## config.mk

```make
export PLATFORM = sky130hd
export DESIGN_NAME = ser_status_unit
export DESIGN_NICKNAME = d
export VERILOG_FILES = /design/src/rtl/ser_status_pkg.sv /design/src/rtl/ser_tx_flags.sv /design/src/rtl/ser_rx_flags.sv /design/src/rtl/ser_dma_end.sv /design/src/rtl/ser_sticky_bank.sv /design/src/rtl/ser_status_unit.sv
export SDC_FILE = /design/constraint.sdc
export NUM_CORES = 1
export LEC_CHECK = 0
export ABC_AREA = 1
export BUFFER_PORTS_ARGS = -buffer_cell sky130_fd_sc_hd__buf_2
export CAP_MARGIN = 30
export CORE_ASPECT_RATIO = 1.4
export CORE_UTILIZATION = 34
export DETAILED_ROUTE_END_ITERATION = 12
export PLACE_DENSITY = 0.92
export SYNTH_ARGS = -nofsm -noshare
export SYNTH_HDL_FRONTEND = slang
export SYNTH_HIERARCHICAL = 1
export SYNTH_SLANG_ARGS = --single-unit
```

## constraint.sdc

```tcl
create_clock -name clk -period 2.4 [get_ports clk]
set_clock_uncertainty 0.2 [all_clocks]
set_input_delay 0.24 -clock clk [delete_from_list [all_inputs] [get_ports clk]]
set_output_delay 0.24 -clock clk [all_outputs]
set_load 0.02 [all_outputs]
```

## src/rtl/ser_status_pkg.sv

```systemverilog
`timescale 1ns/1ps
package ser_status_pkg;
  localparam int STAT_W     = 32;
  localparam int B_TX_RDY   = 0;
  localparam int B_TX_EMPTY = 1;
  localparam int B_TX_END   = 2;
  localparam int B_TX_BUFE  = 3;
  localparam int B_RX_RDY   = 4;
  localparam int B_RX_OVR   = 5;
  localparam int B_RX_END   = 6;
  localparam int B_RX_BUFF  = 7;
  localparam int B_STICKY   = 8;   // compare 0, compare 1, tx sync, rx sync
  localparam int N_STICKY   = 4;
  localparam int B_TX_EN    = 16;
  localparam int B_RX_EN    = 17;
  localparam int N_DIR      = 2;   // 0 transmit, 1 receive
endpackage

```

## src/rtl/ser_tx_flags.sv

```systemverilog
`timescale 1ns/1ps
module ser_tx_flags (
  input  logic clk,
  input  logic rst,
  input  logic hold_wr,
  input  logic hold_xfer,
  input  logic shift_done,
  output logic tx_ready,
  output logic tx_empty
);
  logic hold_full_q, shift_busy_q;

  always_ff @(posedge clk) begin
    if (rst) begin
      hold_full_q  <= 1'b0;
      shift_busy_q <= 1'b0;
    end else begin
      // a fresh write outweighs the transfer of the older data
      if (hold_wr)        hold_full_q <= 1'b1;
      else if (hold_xfer) hold_full_q <= 1'b0;
      // a new transfer outweighs completion of the previous shift
      if (hold_xfer)       shift_busy_q <= 1'b1;
      else if (shift_done) shift_busy_q <= 1'b0;
    end
  end

  assign tx_ready = !hold_full_q;
  assign tx_empty = !hold_full_q && !shift_busy_q;

  // a holding write always leaves the holding register occupied
  a_r2_write_blocks_ready: assert property (@(posedge clk) disable iff (rst)
    hold_wr |=> !tx_ready);
  // a transfer without a write empties the holding register
  a_r2_xfer_frees_hold: assert property (@(posedge clk) disable iff (rst)
    (hold_xfer && !hold_wr) |=> tx_ready);
  // a transfer keeps the transmitter non-empty
  a_r3_xfer_not_empty: assert property (@(posedge clk) disable iff (rst)
    hold_xfer |=> !tx_empty);
  // finishing the shift with nothing queued empties the transmitter
  a_r3_done_empties: assert property (@(posedge clk) disable iff (rst)
    (shift_done && !hold_xfer && !hold_wr && tx_ready) |=> tx_empty);
endmodule

```

## src/rtl/ser_rx_flags.sv

```systemverilog
`timescale 1ns/1ps
module ser_rx_flags (
  input  logic clk,
  input  logic rst,
  input  logic rx_load,
  input  logic rx_read,
  input  logic stat_rd,
  output logic rx_ready,
  output logic rx_ovr
);
  logic full_q, ovr_q, ovr_evt;

  assign ovr_evt = rx_load && full_q && !rx_read;

  always_ff @(posedge clk) begin
    if (rst) begin
      full_q <= 1'b0;
      ovr_q  <= 1'b0;
    end else begin
      if (rx_load)      full_q <= 1'b1;
      else if (rx_read) full_q <= 1'b0;
      // an event in the same cycle as a status read must survive
      if (ovr_evt)      ovr_q <= 1'b1;
      else if (stat_rd) ovr_q <= 1'b0;
    end
  end

  assign rx_ready = full_q;
  assign rx_ovr   = ovr_q;


  a_r6_load_sets_ready: assert property (@(posedge clk) disable iff (rst)
    rx_load |=> rx_ready);
  a_r6_read_clears_ready: assert property (@(posedge clk) disable iff (rst)
    (rx_read && !rx_load) |=> !rx_ready);
  // an unread load sets overrun even against a status read
  a_r8_overrun_kept: assert property (@(posedge clk) disable iff (rst)
    (rx_load && rx_ready && !rx_read) |=> rx_ovr);
  // a status read with no new overrun clears it
  a_r7_read_clears: assert property (@(posedge clk) disable iff (rst)
    (stat_rd && !(rx_load && rx_ready && !rx_read)) |=> !rx_ovr);
  // overrun is sticky without a status read
  a_r7_sticky: assert property (@(posedge clk) disable iff (rst)
    (rx_ovr && !stat_rd) |=> rx_ovr);
endmodule

```

## src/rtl/ser_dma_end.sv

```systemverilog
`timescale 1ns/1ps
module ser_dma_end #(
  parameter int CNT_W = 16
) (
  input  logic             clk,
  input  logic             rst,
  input  logic [CNT_W-1:0] cur_cnt,
  input  logic [CNT_W-1:0] nxt_cnt,
  input  logic             cur_wr,
  input  logic             nxt_wr,
  output logic             end_flag,
  output logic             bufe_flag
);
  localparam logic [CNT_W-1:0] ZERO = '0;

  logic end_q, bufe_q, rearm;

  assign rearm = cur_wr || nxt_wr;

  always_ff @(posedge clk) begin
    if (rst) begin
      end_q  <= 1'b0;
      bufe_q <= 1'b0;
    end else begin
      if (rearm)                end_q <= 1'b0;
      else if (cur_cnt == ZERO) end_q <= 1'b1;
      bufe_q <= (cur_cnt == ZERO) && (nxt_cnt == ZERO);
    end
  end

  assign end_flag  = end_q;
  assign bufe_flag = bufe_q;

  // any counter write re-arms the end flag
  a_r4_rearm: assert property (@(posedge clk) disable iff (rst)
    rearm |=> !end_flag);
  // an ended count raises the flag
  a_r9_reach_zero: assert property (@(posedge clk) disable iff (rst)
    (!rearm && cur_cnt == ZERO) |=> end_flag);
  // the flag stays until a write
  a_r4_sticky: assert property (@(posedge clk) disable iff (rst)
    (end_flag && !rearm) |=> end_flag);
  // pending transfers mean the buffers are not empty
  a_r5_pending: assert property (@(posedge clk) disable iff (rst)
    (cur_cnt != ZERO || nxt_cnt != ZERO) |=> !bufe_flag);
  a_r10_drained: assert property (@(posedge clk) disable iff (rst)
    (cur_cnt == ZERO && nxt_cnt == ZERO) |=> bufe_flag);
endmodule

```

## src/rtl/ser_sticky_bank.sv

```systemverilog
`timescale 1ns/1ps
module ser_sticky_bank #(
  parameter int N = 4
) (
  input  logic         clk,
  input  logic         rst,
  input  logic [N-1:0] hit,
  input  logic         rd_clr,
  output logic [N-1:0] flags
);
  for (genvar i = 0; i < N; i++) begin : g_flag
    logic q;
    always_ff @(posedge clk) begin
      if (rst)         q <= 1'b0;
      else if (hit[i]) q <= 1'b1;
      else if (rd_clr) q <= 1'b0;
    end
    assign flags[i] = q;


    a_r11_hit_sets: assert property (@(posedge clk) disable iff (rst)
      hit[i] |=> flags[i]);
    a_r11_read_clears: assert property (@(posedge clk) disable iff (rst)
      (rd_clr && !hit[i]) |=> !flags[i]);
  end
endmodule

```

## src/rtl/ser_status_unit.sv

```systemverilog
`timescale 1ns/1ps
module ser_status_unit
  import ser_status_pkg::*;
#(
  parameter int CNT_W = 16
) (
  input  logic             clk,
  input  logic             rst,
  input  logic             hold_wr,
  input  logic             hold_xfer,
  input  logic             shift_done,
  input  logic             rx_load,
  input  logic             rx_read,
  input  logic             stat_rd,
  input  logic             tx_cur_wr,
  input  logic             tx_nxt_wr,
  input  logic             rx_cur_wr,
  input  logic             rx_nxt_wr,
  input  logic [CNT_W-1:0] tx_cur,
  input  logic [CNT_W-1:0] tx_nxt,
  input  logic [CNT_W-1:0] rx_cur,
  input  logic [CNT_W-1:0] rx_nxt,
  input  logic [1:0]       cmp_hit,
  input  logic [1:0]       sync_hit,
  input  logic             tx_en,
  input  logic             rx_en,
  output logic [31:0]      status
);
  logic tx_ready, tx_empty, rx_ready, rx_ovr;
  logic [N_DIR-1:0]             end_f, bufe_f, cur_w, nxt_w;
  logic [N_DIR-1:0][CNT_W-1:0]  cur_c, nxt_c;
  logic [N_STICKY-1:0]          sticky;
  logic                         tx_en_q, rx_en_q;

  ser_tx_flags u_tx (
    .clk(clk), .rst(rst), .hold_wr(hold_wr), .hold_xfer(hold_xfer),
    .shift_done(shift_done), .tx_ready(tx_ready), .tx_empty(tx_empty));

  ser_rx_flags u_rx (
    .clk(clk), .rst(rst), .rx_load(rx_load), .rx_read(rx_read),
    .stat_rd(stat_rd), .rx_ready(rx_ready), .rx_ovr(rx_ovr));

  assign cur_c = {rx_cur, tx_cur};
  assign nxt_c = {rx_nxt, tx_nxt};
  assign cur_w = {rx_cur_wr, tx_cur_wr};
  assign nxt_w = {rx_nxt_wr, tx_nxt_wr};

  for (genvar d = 0; d < N_DIR; d++) begin : g_dir
    ser_dma_end #(.CNT_W(CNT_W)) u_end (
      .clk(clk), .rst(rst), .cur_cnt(cur_c[d]), .nxt_cnt(nxt_c[d]),
      .cur_wr(cur_w[d]), .nxt_wr(nxt_w[d]),
      .end_flag(end_f[d]), .bufe_flag(bufe_f[d]));
  end

  ser_sticky_bank #(.N(N_STICKY)) u_sticky (
    .clk(clk), .rst(rst), .hit({sync_hit, cmp_hit}), .rd_clr(stat_rd),
    .flags(sticky));

  always_ff @(posedge clk) begin
    if (rst) begin
      tx_en_q <= 1'b0;
      rx_en_q <= 1'b0;
    end else begin
      tx_en_q <= tx_en;
      rx_en_q <= rx_en;
    end
  end

  always_comb begin
    status = '0;
    status[B_TX_RDY]   = tx_ready;
    status[B_TX_EMPTY] = tx_empty;
    status[B_TX_END]   = end_f[0];
    status[B_TX_BUFE]  = bufe_f[0];
    status[B_RX_RDY]   = rx_ready;
    status[B_RX_OVR]   = rx_ovr;
    status[B_RX_END]   = end_f[1];
    status[B_RX_BUFF]  = bufe_f[1];
    status[B_STICKY +: N_STICKY] = sticky;
    status[B_TX_EN]    = tx_en_q;
    status[B_RX_EN]    = rx_en_q;
  end

  // unused bits never rise
  a_r12_unused_zero: assert property (@(posedge clk) disable iff (rst)
    (status[15:12] == 4'h0) && (status[31:18] == 14'h0));
  // enables follow their inputs one cycle late
  a_r12_enable_follow: assert property (@(posedge clk) disable iff (rst)
    tx_en |=> status[B_TX_EN]);
  // reset state on the cycle after reset is sampled
  a_r1_reset_word: assert property (@(posedge clk)
    rst |=> (status == 32'h0000_0003));
endmodule

```

## Word level (Yosys, flattened, before mapping)

Cells that the tools add are included.
W data, S select, Z words.

| word-level totals | value |
|---|---|
| flip-flop bits (word level) | 14 |
| logic and storage cells | 50 |

| operators by class | value |
|---|---|
| mux-type cells | 12 |
| reductions and logical operators | 24 |

Operators by type and width:

| cell | number |
|---|---|
| $logic_not A16 Y1 | 4 |
| $reduce_bool A2 Y1 | 8 |
| $mux W1 | 12 |
| $logic_and A1 B1 Y1 | 5 |
| $reduce_or A2 Y1 | 2 |
| $logic_not A1 Y1 | 3 |
| $logic_or A1 B1 Y1 | 2 |

## Logic depth before layout (Yosys ltp)

Gate-level depths: netlist of the first run.

| logic depth | value |
|---|---|
| depth after elaboration | 3 |
| depth in mapped cells | 5 |

## Modules after synthesis

The synthesis of the first run kept the hierarchy.

By module, submodules not included:

| module | times used | area each (sq um) | cells each | seq. area each (sq um) |
|---|---|---|---|---|
| ser_dma_end | 2 | 176.4 | 35 | 40.0 |
| ser_status_unit | 1 | 239.0 | 31 | 40.0 |
| ser_sticky_bank | 1 | 163.9 | 21 | 80.1 |
| ser_tx_flags | 1 | 80.1 | 11 | 40.0 |
| ser_rx_flags | 1 | 78.8 | 9 | 40.0 |

## Worst setup path before layout of the first run

Ideal clock, no wire load.

| timing path | value |
|---|---|
| path type | input to register |
| from | input tx_nxt_wr |
| to | register g_dir[0].u_end.end_q |
| buffers on the path | 0 |
| setup slack | 1435 ps |
| library setup time | 66 ps |
| arrival | 699 ps |
| cell stages on the path | 2 |
| path through | or3_1 > a21oi_2 |

| between the ends | value |
|---|---|
| word-level cells in the longest chain between the ends | 2 |

Ends and longest elaborated chain:

| item | RTL line | RTL |
|---|---|---|
| start, declared | ser_status_unit.sv:16 | `input logic tx_nxt_wr,` |
| $logic_or A1 B1 Y1 | ser_dma_end.sv:18 | `assign rearm = cur_wr \|\| nxt_wr;` |
| $reduce_or A2 Y1 (no line) | -- |  |
| end signal, assigned | ser_dma_end.sv:22 | `end_q <= 1'b0;` |
| end signal, assigned | ser_dma_end.sv:25 | `if (rearm) end_q <= 1'b0;` |
| end signal, assigned | ser_dma_end.sv:26 | `else if (cur_cnt == ZERO) end_q <= 1'b1;` |
| end, declared | ser_dma_end.sv:16 | `logic end_q, bufe_q, rearm;` |

No other way between the ends.
A chain may end at the register's enable or synchronous reset.

## Final worst setup path of the first run

| timing path | value |
|---|---|
| from | register u_tx.hold_full_q |
| to | output status[1] |

| between the ends | value |
|---|---|
| word-level cells in the longest chain between the ends | 2 |

Ends and longest elaborated chain:

| item | RTL line | RTL |
|---|---|---|
| start, declared | ser_tx_flags.sv:11 | `logic hold_full_q, shift_busy_q;` |
| start signal, assigned | ser_tx_flags.sv:15 | `hold_full_q <= 1'b0;` |
| start signal, assigned | ser_tx_flags.sv:19 | `if (hold_wr) hold_full_q <= 1'b1;` |
| start signal, assigned | ser_tx_flags.sv:20 | `else if (hold_xfer) hold_full_q <= 1'b0;` |
| $logic_not A1 Y1 | ser_tx_flags.sv:28 | `assign tx_empty = !hold_full_q && !shift_busy_q;` |
| $logic_and A1 B1 Y1 | ser_tx_flags.sv:28 |  |
| end, declared | ser_status_unit.sv:27 | `output logic [31:0] status` |

No other way between the ends.

==> results of run 1 <==
-- power by group --
group / internal, W / switching [W]
clock network: 0.0000578 / 0.0000600
logic: 0.0000697 / 0.0000790
registers: 0.000242 / 0.00000451
-- final cells by class --
class	count	area, sq um	area share [%]
multi-input cells	102	431.7	32.49
repair buffers	97	495.5	37.29
clock buffers	3	22.52	1.695
inverters	15	56.30	4.237
well taps	34	42.54	3.202
flip-flops and latches	14	280.3	21.09
-- synth_stat cells --
cell type,n,area (sq um)
nor2_1,42,157.7
a21oi_1,6,30.03
inv_2,1,3.750
nand2_1,23,86.33
nor3_1,2,10.01
inv_1,14,52.55
or3_1,2,12.51
nand3_2,1,10.01
dfxtp_1,14,280.3
nand3_1,2,10.01
conb_1,1,3.750
buf_4,28,210.2
a21oi_2,4,35.03
or2_1,2,12.51
-- flip-flops by register name, summed over array words and instances, names as in the netlist --
| signal | flops |
|---|---|
| u_sticky/g_flag.q | 4 |
| g_dir.u_end/bufe_flag | 2 |
| g_dir.u_end/end_flag | 2 |
| rx_en_q | 1 |
| tx_en_q | 1 |
| u_rx/rx_ovr | 1 |
| u_rx/rx_ready | 1 |
| u_tx/hold_full_q | 1 |
| u_tx/shift_busy_q | 1 |
-- routing by layer --
| metal | share of wire (%) | track usage (%) | wire length, um |
|---|---|---|---|
| met1 | 33 | 11.34 | 661 |
| met2 | 59 | 30.18 | 1192 |
| met3 | 8.6 | 0.8596 | 175 |
| met4 | 0.20 | 6.618 | 4 |
| met5 | 0 | 0 | 0 |
-- logic make-up after synthesis --
kind of cell           count (synthesis)  share of synthesized area [%]
AO/OA/AOI/OAI                         10                          7.113
buffers and inverters                 43                          29.14
flip-flops                            14                          30.64
AND/OR/NAND/NOR                       74                          32.69
other                                  1                         0.4100
-- worst max-delay path: stages (launching register included) --
cell	delay (ps)
dfxtp_1	330
nor2_1	100
buf_2	170
-- stage by stage --
stage / power, W / utilization, % / cell area (sq um) / hold slack, ps
global placement: 0.0003951 / 52.08 / 1286 / 243.6
finish: 0.0005131 / 53.80 / 1329 / 11.18
CTS: 0.0005241 / 53.80 / 1329 / 1.278
detailed placement: 0.0003988 / 52.08 / 1286 / 248.1
floorplan: 0.0003561 / - / 978.4 / 102.4
global route: 0.0005488 / 53.80 / 1329 / 15.80
-- worst paths after layout --
| kind | to | start |
|---|---|---|
| hold reg to reg | u_sticky/g_flag[1].q | u_sticky/g_flag[1].q |
| setup reg to reg | u_rx/rx_ready | u_rx/rx_ready |
| hold / removal | u_sticky/g_flag[2].q | sync_hit[0] |
| setup / recovery | status[1] | u_tx/hold_full_q |
==> impl_metrics.toml, run 1 <==
[power]
powerDensity_mw_per_mm2 = 386.2
peakVddDrop_mv = 0.1741
p_leak_nw = 0.7589

[floorplan]
die_w_um = 45.84
dieHeight_um = 63.37
dieArea_sq_mm = 0.002905
io_pins = 114
rows = 21
core_area_sq_mm = 0.002470
start_util_pct = 37.03

[timing]
max_freq_mhz = 774.0
timing.final.crit_share_pct = 53.83
timing.final.ws_setup_ps = 1108
finalSetupTns_ps = 0
period_needed_ps = 1292
setup_viol = 0
drv_slew = 0
rsz0062_at_grt = "false"
hold_violations = 0

[routing]
viasPerCell = 3.936
via_count = 1043
drtIter0Drc = 11
postRouteAntennaNets = 0
route.detailed.drc = 0
wire_per_inst_um = 7.672
drtPass1Iterations = 4
wirelength_mm = 2.033

[global_route]
grt_max_degree = 15
grt_use_total_pct = 14.17
grt_pass1_wl_mm = 3.153
grt_pass1_vias = 887
overflow = 0
antenna_found_initial = 0

[finish]
fillers = 255
syn_to_final_growth_pct = 45.28
final_cell_mix = "buf_2 (95), nor2_1 (42), nand2_1 (23)"
diodes = 0
layout.nets = 315
layout-drive-gt1-share_pct = 45.02
final_common_cell = "buf_2"
instances_no_fill = 265

[hold_path]
min_path_type = "input port to flop"
hold_path_depth = 3

[yosys]
seq_area_frac_synth_pct = 30.64
avgSynthCellArea_sq_um = 6.441
syn_inst = 142
yosys_warnings = 6
ys_ff_latch = 14
synth.cell_area_sq_um = 914.6
ys_types = 14

[cts]
post-cts-setup-buffer-count = 0
tritoncts = "built"
cts.reportedPaths.clkPinSlew_ps = 70
clk_path_buf_depth = 2
hold_buffers = 2
post_cts_resized = 0
cts_made_buffers = 3
cts-htree-levels = 1
clk-insertion-delay-late_ps = 260
cts_root_buf = "clkbuf_4"
cts.sinks = 14

[setup_path]
r2r_setup_slack_ps = 1570
worst-path-max-fanout = 3
critPathKind = "flop to output port"
r2r_cells = 2
cp.required_ps = 1960
crit_path_end_kind = "output port"
crit_path_start_kind = "flop"
worstPathArrival_ps = 850

[place]
post-place-ws_ps = 1254
place_inst = 260
port_buffers = 95
finalWeightedCongestion = 0.6503
dp.final_hpwl_mm = 1.807

[flow_run]
max-cap-violations = 0

[outcome]
status = "completed"
Note: power is estimated with default switching activity, not from simulation.
==> run 2, diff against run 1 <==
Settings changed: CORE_UTILIZATION 34 to 32, PLACE_DENSITY 0.92 to 0.88.
Clock period 2.4 ns to 1.3 ns, I/O delays scaled along.
==> run 2 against run 1 <==
Compared with the run above:
- die area up 6.0%
- critical path type is now input port to flop
- non-clock buffer count up 45
- clock-buffer cell count unchanged
- worst setup slack worse by 1100 ps
==> impl_metrics.toml, run 2 (synthesis results as in run 1) <==
[routing]
viasPerCell = 4.356
postRouteAntennaNets = 0
via_count = 1359
wirelength_mm = 3.686
wl_met1_mm = 1.036
top_layer = "met4"
dr_wl_met2_mm = 2.117
route.detailed.drc = 0
wl_met3_um = 201
drtIter0Drc = 8
wire_per_inst_um = 11.81
drtPass1Iterations = 3

[power]
total_power_w = 0.001096
p_leak_nw = 1.020
p_seq_share_pct = 41.6
switching_share_pct = 28.60
p_int_w = 0.0007825
power.net_switching_w = 0.0003134
comb_power_share_pct = 37.9
powerDensity_mw_per_mm2 = 595.8
peakVddDrop_mv = 0.3310
clkPwrFrac_pct = 20.5

[cts]
tritoncts = "built"
cts.reportedPaths.clkPinSlew_ps = 70
clk-insertion-delay-late_ps = 260
post-cts-setup-buffer-count = 0
cts_root_buf = "clkbuf_4"
clk_path_buf_depth = 2
cts_made_buffers = 3
cts-htree-levels = 1
cts.sinks = 14

[finish]
regArea_sq_um = 280.3
syn_to_final_growth_pct = 101.1
final_common_cell = "buf_2"
layout.nets = 360
final_cell_mix = "buf_2 (92), dlygate4sd3_1 (41), nor2_1 (33)"
layout-drive-gt1-share_pct = 40.58
instances_no_fill = 312
diodes = 0
largest_reg_flops = 4
regMostFlops = "u_sticky/g_flag.q"
multiInputGateArea_sq_um = 456.7
fillers = 223

[timing]
max_freq_mhz = 790.4
period_needed_ps = 1265
timing.final.crit_share_pct = 97.32
setup_viol = 0
hold_violations = 0
rsz0062_at_grt = "true"
timing.final.ws_setup_ps = 34.78
drv_slew = 0

[setup_path]
cp-startpoint = "rx_nxt[7]"
r2r_start = "u_rx/rx_ready"
critPathKind = "input port to flop"
crit_path_end = "g_dir[1].u_end/bufe_flag"
r2r_end = "u_rx/rx_ready"
cp.required_ps = 1310
worst_path_most_repeated_cell = "nor2_1"
r2r_setup_slack_ps = 440
r2r_cells = 2
worst-path-max-fanout = 1
critPathMaxStageDelay_ps = 550
path_cells = "dlygate4sd3_1 -> buf_2 -> nor2_2 -> nand2_1 -> nor2_1 -> nand3_1 -> nor2_1"
crit_path_start_kind = "input port"
worstPathArrival_ps = 1270
crit_path_end_kind = "flop"
slowest_stage = "dlygate4sd3_1"

[flow_run]
max-cap-violations = 0

[floorplan]
die_w_um = 47.19
dieHeight_um = 65.26
dieArea_sq_mm = 0.003079
rows = 22
io_pins = 114
core_area_sq_mm = 0.002670
start_util_pct = 34.25

[hold_path]
min_path_type = "input port to flop"
hp-start = "tx_cur[8]"

[outcome]
status = "completed"

[global_route]
overflow = 0
grt_max_degree = 9
antenna_found_initial = 0
grt_pass1_wl_mm = 5.595
grt_pass1_vias = 1370
grt_use_total_pct = 26.02

[place]
place_inst = 263
post-place-ws_ps = 326.7
port_buffers = 95
finalWeightedCongestion = 0.7086
dp.final_hpwl_mm = 1.828
## run 2: cell types whose count changed in the layout (fill, tap and decap cells not counted), sizes merged
cell | previous run | this run
dlygate4sd3 | 2 | 41
dlymetal6s4s | 0 | 8
buf | 95 | 93
## run 2: cell type report
cell class                 count  share of cell area [%]
timing repair buffer         142                   53.20
multi-input combinational    102                   24.83
sequential                    14                   15.24
inverter                      15                   3.061
tap                           36                   2.449
clock buffer                   3                   1.224
## run 2: critical path, delay by kind of cell
kind	cells	cell delay, ps
buf+inv	2	690
simple gates	5	460
## run 2: worst min path at each step
stage / to / slack (ps) / cells past startpoint
finish: g_dir[0].u_end/bufe_flag / 30 / 6
floorplan: u_rx/rx_ovr / -8 / 1
CTS: g_dir[0].u_end/bufe_flag / 30 / 6
detailed placement: rx_en_q / 140 / 3
global placement: tx_en_q / 140 / 3
global route: g_dir[0].u_end/bufe_flag / 60 / 6
## run 2: power by group through the flow
stage	Sequential (W)	Combinational [W]	Clock, W
2_1_floorplan	0.000464	0.000193	0
3_3_place_gp	0.000465	0.000268	0
3_5_place_dp	0.000465	0.000273	0
4_1_cts	0.000455	0.000387	0.000235
5_1_grt	0.000458	0.000458	0.000249
6_report	0.000456	0.000416	0.000224
## run 2: routing by layer
layer | vias up | GRT usage [%]
met5 | - | 0
met4 | 0 | 23.57
met3 | 34 | 3.297
met2 | 92 | 49.13
met1 | 580 | 20.70
li1 | 653 | -
## run 2: metrics by stage
stage | TNS [ps] | util, % | area (sq um) | hold slack [ps]
after floorplan | 0 | - | 978.4 | -7.555
after global placement | 0 | 48.55 | 1296 | 137.0
after detailed placement | 0 | 48.55 | 1296 | 138.4
after CTS | 0 | 67.76 | 1809 | 30.71
after global routing | -105.2 | 68.88 | 1839 | 61.84
final | 0 | 68.88 | 1839 | 31.87
## run 2: what timing repair did
action                     4_1_cts  5_1_grt
setup endpoints to repair        0        3
hold buffers                    49        0
hold endpoints to repair        14        0
gates resized for setup          0       18
==> run 3, diff against run 2 <==
Settings changed: CTS_BUF_LIST set to sky130_fd_sc_hd__clkbuf_16, MAX_ROUTING_LAYER set to met4.
==> run 3 against run 2 <==
Compared with the run above:
- routed wire length decreased by 30%
- clock power increased by 150%
- sequential power about the same
- flip-flop and latch count unchanged
- critical path type unchanged
- largest power group is now clock
==> impl_metrics.toml, run 3 (synthesis results as in run 1) <==
[outcome]
status = "completed"

[routing]
route.detailed.drc = 0
via_count = 1152
viasPerCell = 4.042
dr_wl_met2_mm = 1.555
wl_met3_um = 173
wl_met1_um = 799
wire_per_inst_um = 9.021
postRouteAntennaNets = 0
top_layer = "met4"
drtIter0Drc = 18
drtPass1Iterations = 4
wirelength_mm = 2.571

[cts]
tritoncts = "built"
cts.reportedPaths.clkPinSlew_ps = 40
cts_made_buffers = 3
cts-htree-levels = 1
clk-insertion-delay-late_ps = 240
cts.sinks = 14
post-cts-setup-buffer-count = 0
clk_path_buf_depth = 2
cts_root_buf = "clkbuf_16"

[floorplan]
rows = 22
core_area_sq_mm = 0.002670
dieHeight_um = 65.26
io_pins = 114
die_w_um = 47.19
dieArea_sq_mm = 0.003079
start_util_pct = 34.25

[place]
dp.final_hpwl_mm = 1.828
finalWeightedCongestion = 0.7166
port_buffers = 95

[setup_path]
worst-path-max-fanout = 7
cp.required_ps = 1280
crit_path_start_kind = "input port"
critPathKind = "input port to flop"
worstPathArrival_ps = 1250
crit_path_end_kind = "flop"

[finish]
fillers = 249
layout.nets = 333
final_cell_mix = "buf_2 (93), nor2_1 (42), nand2_1 (23)"
multiInputGateArea_sq_um = 431.7
utilization_pct = 58.95
regMostFlops = "u_sticky/g_flag.q"
largest_reg_flops = 4
regArea_sq_um = 280.3
final_common_cell = "buf_2"
layout-drive-gt1-share_pct = 41.37
syn_to_final_growth_pct = 72.09
diodes = 0

[global_route]
grt_use_total_pct = 18.09
grt_max_degree = 9
grt_pass1_wl_mm = 3.912
overflow = 0
grt_pass1_vias = 1087
antenna_found_initial = 0

[timing]
rsz0062_at_grt = "true"
max_freq_mhz = 787.8
drv_slew = 0
hold_violations = 0
timing.final.crit_share_pct = 97.64
period_needed_ps = 1269
hold_ws_ps = 7.442
setup_viol = 0

[power]
p_leak_nw = 0.8673
powerDensity_mw_per_mm2 = 849.8
peakVddDrop_mv = 0.4776
total_power_w = 0.001338

[flow_run]
max-cap-violations = 0

[hold_path]
min_path_type = "input port to flop"
run 3: power breakdown:
group	internal (W)	switching, W
combinational	0.000167	0.000160
sequential	0.000450	0.00000929
clock	0.000400	0.000152
total	0.00102	0.000321
run 3: cell type report:
cell class	instances	share of cell area, %
repair buffers	115	43.56
flip-flops and latches	14	17.81
multi-input cells	102	27.42
clock buffers	3	4.769
inverters	15	3.577
well taps	36	2.862
run 3: what timing repair did:
item	in CTS	in global routing
endpoints found under the setup margin	0	2
hold buffers	21	0
resized for setup	0	1
endpoints found under the hold margin	14	0
run 3: path summary, 6_finish.rpt:
| path | start | endpoint | slack (ps) | depth (start not counted) |
|---|---|---|---|---|
| setup / recovery | rst | g_dir[1].u_end/end_flag | 30 | 3 |
| hold / removal | rx_nxt[8] | g_dir[1].u_end/bufe_flag | 7 | 6 |
| setup reg to reg | u_rx/rx_ready | u_rx/rx_ready | 450 | 2 |
| hold reg to reg | g_dir[1].u_end/end_flag | g_dir[1].u_end/end_flag | 260 | 2 |
run 3: routing by layer:
layer  vias to the layer above  GRT usage (%)
met5                         -              -
li1                        599              -
met4                         0          7.143
met3                         6          3.297
met2                        63          39.41
met1                       484          11.69
run 3: critical path, stage by stage:
cell	delay, ps
dlygate4sd3_1	650
or3_1	360
a21oi_2	100
run 3: per-stage QoR:
step	cells	area [sq um]	setup TNS, ps	setup WS [ps]
after floorplan	159	978.4	0	427.0
after global placement	263	1296	0	331.0
after detailed placement	263	1296	0	326.7
after CTS	287	1582	0	15.94
after global routing	285	1574	-0.9870	-0.9870
final	285	1574	0	30.65
